File: config.mk
export PLATFORM = sky130hd
export DESIGN_NAME = supply_seq
export DESIGN_NICKNAME = d
export VERILOG_FILES = /design/src/rtl/supply_seq_pkg.sv /design/src/rtl/supply_fsm.sv /design/src/rtl/ss_ramp.sv /design/src/rtl/supply_seq.sv
export SDC_FILE = /design/constraint.sdc
export NUM_CORES = 1
export LEC_CHECK = 0
export BUFFER_PORTS_ARGS = -buffer_cell sky130_fd_sc_hd__buf_2
export CAP_MARGIN = 20
export CORE_MARGIN = 4
export CORE_UTILIZATION = 53
export CTS_CLUSTER_DIAMETER = 50
export DETAILED_ROUTE_END_ITERATION = 6
export PLACE_DENSITY_LB_ADDON = 0.15
export SLEW_MARGIN = 10
export SYNTH_ARGS = -nofsm -noshare
export SYNTH_HDL_FRONTEND = slang
export SYNTH_SLANG_ARGS = --single-unit
File: constraint.sdc
create_clock -name clk -period 3.15 [get_ports clk]
set_clock_uncertainty 0.15 [all_clocks]
set_input_delay 0.1575 -clock clk [delete_from_list [all_inputs] [get_ports clk]]
set_output_delay 0.1575 -clock clk [all_outputs]
set_load 0.02 [all_outputs]
File: src/rtl/supply_seq_pkg.sv
package supply_seq_pkg;

    typedef enum logic [1:0] {
        ST_STARTUP  = 2'd0,
        ST_DRAIN    = 2'd1,
        ST_RECHARGE = 2'd2,
        ST_LATCHOFF = 2'd3
    } seq_state_t;

    localparam int CLAMP_W = 8;

endpackage

File: src/rtl/supply_fsm.sv
module supply_fsm
    import supply_seq_pkg::*;
(
    input  logic       clk,
    input  logic       rst_n,
    input  logic       above_hi,
    input  logic       below_on,
    input  logic       below_uvlo,
    input  logic       below_restart,
    input  logic       overload,
    input  logic       ovp_lock,
    output logic       src_en,
    output logic       pulse_en,
    output logic       ss_kick,
    output logic       standby,
    output seq_state_t state_o
);

    seq_state_t state_q;
    seq_state_t state_d;

    // state register
    always_ff @(posedge clk or negedge rst_n) begin
        if (!rst_n) state_q <= ST_STARTUP;
        else        state_q <= state_d;
    end

    // transitions
    always_comb begin
        state_d = state_q;
        unique case (state_q)
            ST_STARTUP:  if (above_hi)      state_d = ST_DRAIN;                       // T_POWERED
            ST_DRAIN:    if (below_on)      state_d = (overload || ovp_lock) ?
                                                      ST_LATCHOFF : ST_RECHARGE;     // T_TRIP / T_REFILL
            ST_RECHARGE: if (above_hi)      state_d = ST_DRAIN;                       // T_FULL
            ST_LATCHOFF: if (below_restart) state_d = ST_STARTUP;                     // T_RESTART
            default:                        state_d = ST_STARTUP;
        endcase
    end

    // outputs
    always_comb begin
        src_en   = 1'b0;
        pulse_en = 1'b0;
        ss_kick  = 1'b0;
        standby  = 1'b0;
        unique case (state_q)
            ST_STARTUP: begin
                src_en  = 1'b1;
                ss_kick = above_hi;
            end
            ST_DRAIN: begin
                pulse_en = !below_uvlo && !ovp_lock;
            end
            ST_RECHARGE: begin
                src_en   = 1'b1;
                pulse_en = !below_uvlo && !ovp_lock;
            end
            ST_LATCHOFF: begin
                standby = 1'b1;
            end
            default: begin
                src_en = 1'b1;
            end
        endcase
    end

    assign state_o = state_q;

endmodule

File: src/rtl/ss_ramp.sv
module ss_ramp #(
    parameter int RAMP_CYCLES = 1024,
    parameter int CODE_W      = 8
) (
    input  logic              clk,
    input  logic              rst_n,
    input  logic              kick,
    output logic [CODE_W-1:0] code
);

    localparam int LEVELS = 1 << CODE_W;
    localparam int STEP   = (RAMP_CYCLES >= LEVELS) ? (RAMP_CYCLES / LEVELS) : 1;
    localparam int CNT_W  = (STEP > 1) ? $clog2(STEP) : 1;
    localparam logic [CODE_W-1:0] CODE_TOP = {CODE_W{1'b1}};

    logic              running;
    logic              step_hit;
    logic [CODE_W-1:0] code_q;

    generate
        if (STEP > 1) begin : g_div
            logic [CNT_W-1:0] cnt_q;
            always_ff @(posedge clk or negedge rst_n) begin
                if (!rst_n)                    cnt_q <= '0;
                else if (kick)                 cnt_q <= '0;
                else if (running && step_hit)  cnt_q <= '0;
                else if (running)              cnt_q <= cnt_q + 1'b1;
            end
            assign step_hit = (cnt_q == CNT_W'(STEP - 1));
        end else begin : g_nodiv
            assign step_hit = 1'b1;
        end
    endgenerate

    always_ff @(posedge clk or negedge rst_n) begin
        if (!rst_n) begin
            code_q  <= '0;
            running <= 1'b0;
        end else if (kick) begin
            code_q  <= '0;
            running <= 1'b1;
        end else if (running && step_hit) begin
            code_q <= code_q + 1'b1;
            if (code_q == CODE_TOP - 1'b1) running <= 1'b0;
        end
    end

    assign code = code_q;

endmodule

File: src/rtl/supply_seq.sv
module supply_seq
    import supply_seq_pkg::*;
#(
    parameter int RAMP_CYCLES = 1024
) (
    input  logic               clk,
    input  logic               rst_n,
    input  logic               vcc_ge_hi,
    input  logic               vcc_lt_on,
    input  logic               vcc_lt_uvlo,
    input  logic               vcc_lt_rst,
    input  logic               overload,
    input  logic               ovp_lock,
    output logic               hv_src_en,
    output logic               pulse_ok,
    output logic               ss_restart,
    output logic               standby,
    output logic [CLAMP_W-1:0] ss_clamp
);

    seq_state_t cur_state;

    supply_fsm u_fsm (
        .clk           (clk),
        .rst_n         (rst_n),
        .above_hi      (vcc_ge_hi),
        .below_on      (vcc_lt_on),
        .below_uvlo    (vcc_lt_uvlo),
        .below_restart (vcc_lt_rst),
        .overload      (overload),
        .ovp_lock      (ovp_lock),
        .src_en        (hv_src_en),
        .pulse_en      (pulse_ok),
        .ss_kick       (ss_restart),
        .standby       (standby),
        .state_o       (cur_state)
    );

    ss_ramp #(
        .RAMP_CYCLES (RAMP_CYCLES),
        .CODE_W      (CLAMP_W)
    ) u_ramp (
        .clk   (clk),
        .rst_n (rst_n),
        .kick  (ss_restart),
        .code  (ss_clamp)
    );

endmodule

==> qor.yml, run 1 <==
yosys:
  avgSynthCellArea_um2: 9.75
  yosysSeqAreaShare_pct: 43.9
  async_flop_share_pct: 100
  synth.net_count: 91
  synth_enable_flop_cells: 0
  yosys_most_used_dff: "dfrtp_1"
  yosys_warnings: 0
  synthesis.area_um2: 741
  synth_cell_types: 26
  synth_cells: 76
  ys_ff_latch: 13
grt:
  grt_pass1_vias: 542
  grt_pass1_wl_um: 2560
  grt_overflow: 0
  globalRouteTotalUtil_pct: 17.7
  antenna_found_initial: 0
  grt_max_degree: 14
floorplan:
  initial_core_util_pct: 56.9
  die_y_um: 45.4
  ioPinCount: 20
  die_w_um: 45.4
  core_area_um2: 1300
  die_area_um2: 2060
  std_cell_rows: 13
clock_tree:
  clock_sinks: 13
  cts_max_path_buffers: 2
  path_clk_slew_ps: 90
  clock_tree.root_cell: "clkbuf_4"
  insertion_delay_ps: 280
  cts.htree.levels: 1
  cts_tree: "built"
  cts_setup_buffers: 0
  cts_buffers: 3
finish:
  fin_nets: 114
  drive_above_1_share_pct: 27.6
  synthToLayoutAreaGrowth_pct: 18.9
  fill_cells: 103
  insertedDiodeCount: 0
sta:
  tns_ps: 0
  fin_crit_ps: 1970
  finalSetupViolations: 0
  fin_crit_sh_pct: 62.6
  fmax_mhz: 507
  hold_viol: 0
  worst_slew_pin_slew_ps: 468
  slew_headroom_pct: 68.8
  finalHoldWorstSlack_ps: 47.7
  slew_viol_final: 0
  rsz0062_at_grt: "no"
worst_setup_path:
  cp_max_fo: 12
  crit_path_start_kind: "flop"
  arrival_ps: 1670
  cp.buffers_inverters: 2
  crit_type: "reg -> out"
  cp-end-kind: "output pin"
  cp_cell_sequence: "inv_1 -> ha_1 -> and2_1 -> buf_2"
  max_stage_delay_ps: 440
  cp_slowest_cell: "dfrtp_1"
  crit_required_ps: 2840
  cp_top_family: "flip-flops"
route:
  wl_per_cell_um: 13.5
  drtIter0Drc: 15
  drc: 0
  vias_per_cell: 5.60
  vias: 633
  first_pass_iters: 4
  wl_um: 1530
  ant_nets: 0
power:
  leakage_nw: 0.440
  ir_drop_mv: 0.448
  report.power.total_mw: 0.702
  cellPowerDensity_nw_per_um2: 797
placement:
  gp_congestion: 0.763
  dp_hpwl_um: 1110
  io_buffer_count: 19
outcome:
  status: "completed"
run:
  cap_violations: 0
worst_hold_path:
  hp-class: "in -> reg"
==> power breakdown <==
part           internal (mW)  switching (mW)  total (mW)  leakage (nW)
combinational          0.135           0.199       0.334         0.258
sequential             0.213          0.0480       0.261         0.165
clock                 0.0471          0.0599       0.107        0.0177
==> cells by family after synthesis <==
family	synth area share, %
xor gates and xnor gates	2.37
buffers and inverters	4.56
and+or+nand+nor	19.4
DFF	43.9
muxes	2.70
adders and majority gates	11.8
AOI/OAI and AO/OA	15.2
==> Yosys cell counts (2+ instances only) <==
library cell / n / area share, %
and2_1: 2 / 1.7
nand3_1: 3 / 2.0
nand2_1: 3 / 1.5
ha_1: 7 / 12
xnor2_1: 2 / 2.4
o31ai_1: 2 / 2.0
a31oi_1: 2 / 1.7
or3_2: 2 / 2.0
nand2b_1: 3 / 2.5
a21oi_1: 8 / 5.4
or3_1: 2 / 1.7
o21ai_0: 4 / 2.7
dfrtp_1: 13 / 44
nor2_1: 5 / 2.5
inv_1: 6 / 3.0
mux2i_1: 2 / 2.7
==> path summary, 6_finish.rpt <==
check,from,cells past startpoint,slack [ps],endpoint
max,u_fsm.state_o[0],4,1180,ss_restart
min,vcc_lt_on,3,50,u_fsm.state_o[1]
max reg2reg,u_ramp.g_div.cnt_q[0],4,1380,u_ramp.code[7]
min reg2reg,u_ramp.g_div.cnt_q[1],2,390,u_ramp.g_div.cnt_q[1]
max in group asynchronous,rst_n,2,2490,u_ramp.code[4]
min in group asynchronous,rst_n,2,130,u_ramp.code[1]
==> metrics by stage <==
stage | cell area (um2) | setup WS [ps] | cells | utilization, %
finish | 881 | 1180 | 113 | 67.7
global route | 881 | 1050 | 113 | 67.7
CTS | 881 | 1200 | 113 | 67.7
detailed placement | 843 | 1390 | 108 | 64.8
global placement | 843 | 1480 | 108 | 64.8
floorplan | 741 | 1550 | 76 | -
==> cell usage in the layout, fill, tap and decap left out, drive strengths merged, types with 3 or more instances in the layout <==
cell type,n
ha,7
clkbuf,3
buf,19
dfrtp,13
a21oi,8
nor2,5
nand2b,3
nand3,3
or3,4
nand2,3
inv,6
o21ai,4
==> worst register-to-register path: cells and delay by family (launching register included) <==
kind / cells / cell delay, ps
compound gates: 1 / 190
simple gates: 2 / 680
fa+ha+maj: 1 / 300
flops: 1 / 370
==> state kept, by name, summed over array words and instances (netlist names) <==
| register | cells |
|---|---|
| u_ramp.g_div.cnt_q | 2 |
| u_ramp.code | 8 |
| u_fsm.state_o | 2 |
| u_ramp.running | 1 |
==> timing repair <==
item / 4_1_cts / 5_1_grt
endpoints found under the hold margin: 13 / 0
hold buffers: 1 / 0
resized for setup: 0 / 0
==> cell type report <==
cell class / count / area, um2 / share of cell area (%)
clock buffers: 3 / 22.5 / 2.56
clock inverters: 1 / 5.00 / 0.568
inverters: 6 / 22.5 / 2.56
multi-input cells: 55 / 382 / 43.3
flip-flops and latches: 13 / 325 / 36.9
well taps: 15 / 18.8 / 2.13
repair buffers: 20 / 105 / 11.9
==> layer usage <==
layer | global-route usage [%] | part of all wire (%) | vias to the layer above
li1 | - | - | 314
met1 | 24.2 | 46 | 307
met2 | 26.2 | 50 | 12
met3 | 5.14 | 4.3 | 0
met4 | 7.02 | 0 | 0
met5 | 0 | 0 | -
Power figures use the tool's default switching activity.
==> run 2, diff against run 1 <==
Settings changed: CORE_UTILIZATION 53 to 45.
Clock period 3.15 ns to 1.78 ns, I/O delays scaled along.
==> qor.yml, run 2 (synthesized netlist as in run 1, its figures left out) <==
power:
  cellPowerDensity_nw_per_um2: 1380
  leakage_nw: 0.443
  p_int_mw: 0.728
  clockPowerShare_pct: 13.8
  swShare_pct: 42.4
  combPwrFrac_pct: 48.5
  switchingPower_mw: 0.536
  seq_power_share_pct: 37.7
  ir_drop_mv: 0.723
placement:
  dpl_cell_area_um2: 845
  dp_hpwl_um: 1080
  io_buffer_count: 19
  gp_congestion: 0.790
  pre_cts_slack_ps: 74.2
grt:
  antenna_found_initial: 0
  globalRouteTotalUtil_pct: 13.3
  grt_pass1_wl_um: 2520
  grt_overflow: 0
  grt_max_degree: 14
  grt_pass1_vias: 605
route:
  first_pass_iters: 4
  drtIter0Drc: 7
  wl_um: 1450
  ant_nets: 0
  vias_per_cell: 5.37
  wl_per_cell_um: 12.6
  drc: 0
  vias: 617
sta:
  rsz0062_at_grt: "no"
  tns_ps: 0
  slew_headroom_pct: 78.6
  timing.final.ws_setup_ps: 108
  fin_crit_ps: 1670
  fin_crit_sh_pct: 93.9
  slew_viol_final: 0
  finalSetupViolations: 0
  hold_viol: 0
  fmax_mhz: 598
  worst_slew_pin_slew_ps: 321
worst_setup_path:
  cp_cell_sequence: "inv_1 -> ha_1 -> or2_2 -> buf_2"
  r2r_cells: 4
  reg2reg_from: "u_ramp.g_div.cnt_q[0]"
  r2r_end: "u_ramp.code[7]"
  crit_path_start_kind: "flop"
  cp_slowest_cell: "dfrtp_1"
  cp_max_fo: 4
  cp-startpoint: "u_fsm.state_o[0]"
  cp-end-kind: "output pin"
  max_stage_delay_ps: 410
  ff2ff_setup_slack_ps: 170
  crit_type: "reg -> out"
  arrival_ps: 1430
  crit_end: "hv_src_en"
  crit_required_ps: 1540
clock_tree:
  cts_buffers: 3
  cts_tree: "built"
  path_clk_slew_ps: 70
  cts_setup_buffers: 0
  cts_max_path_buffers: 2
  cts.htree.levels: 1
  clock_sinks: 13
  clock_tree.root_cell: "clkbuf_4"
  insertion_delay_ps: 270
finish:
  final_common_cell: "buf_2"
  finalInstanceArea_um2: 915
  insertedDiodeCount: 0
  largest_reg_flops: 8
  fin_nets: 115
  utilization_pct: 60.0
  synthToLayoutAreaGrowth_pct: 23.5
  drive_above_1_share_pct: 28.3
  layout_common_cells: "buf_2, dfrtp_1, a21oi_1, inv_1, ha_1"
run:
  cap_violations: 0
floorplan:
  die_area_um2: 2360
  ioPinCount: 20
  std_cell_rows: 14
  die_y_um: 48.6
  initial_core_util_pct: 48.6
  die_w_um: 48.6
  core_area_um2: 1520
outcome:
  status: "completed"
worst_hold_path:
  hp-class: "in -> reg"
==> run 2: changes by cell type in the layout (fill, tap and decap cells not counted), sizes merged <==
cell         previous run  this run
dlygate4sd3             1         2
clkbuf                  3         4
clkinv                  1         0
==> run 2: worst min path at each step <==
stage | startpoint | end | depth (start not counted)
detailed placement | rst_n | u_ramp.running | 1
global placement | rst_n | u_ramp.running | 1
CTS | overload | u_fsm.state_o[0] | 3
global route | overload | u_fsm.state_o[0] | 3
floorplan | rst_n | u_fsm.state_o[0] | 0
finish | overload | u_fsm.state_o[0] | 3
==> run 2: final cells by class <==
type | instances | area, um2
fillers | 134 | 609
multi-input cells | 55 | 405
flip-flops and latches | 13 | 325
repair buffers | 21 | 115
clock buffers | 4 | 26.3
inverters | 6 | 22.5
well taps | 16 | 20.0
==> run 2: critical path, delay by kind of cell (launching register included) <==
| kind | cells | cell delay (ps) |
|---|---|---|
| and+or+nand+nor | 1 | 310 |
| buffers and inverters | 2 | 250 |
| DFF | 1 | 410 |
| adders and majority gates | 1 | 200 |
==> run 2: timing repair <==
action	CTS	global route
hold endpoints to repair	14	0
hold buffers	2	0
endpoints found under the setup margin	1	5
cloned	0	0
gates resized for setup	1	4
==> run 2: per-stage QoR <==
stage	hold WS, ps	total power, mW	cells
floorplan	-357	0.888	76
global placement	-159	1.04	109
detailed placement	-159	1.05	109
CTS	8.91	1.24	115
global route	46.1	1.40	115
finish	19.6	1.26	115
==> run 2: power groups by stage <==
| stage | clock, mW | combinational, mW | sequential (mW) |
|---|---|---|---|
| after floorplan | 0 | 0.400 | 0.488 |
| after global placement | 0 | 0.572 | 0.464 |
| after detailed placement | 0 | 0.584 | 0.465 |
| after CTS | 0.185 | 0.593 | 0.459 |
| after global routing | 0.202 | 0.707 | 0.493 |
| final | 0.174 | 0.614 | 0.476 |
==> run 2: routing by layer <==
| layer | GRT usage, % | wire (um) | up-vias |
|---|---|---|---|
| li1 | - | - | 319 |
| met1 | 16.4 | 687 | 285 |
| met2 | 21.3 | 691 | 13 |
| met4 | 2.69 | 0 | 0 |
| met3 | 5.83 | 74 | 0 |
| met5 | 0 | 0 | - |
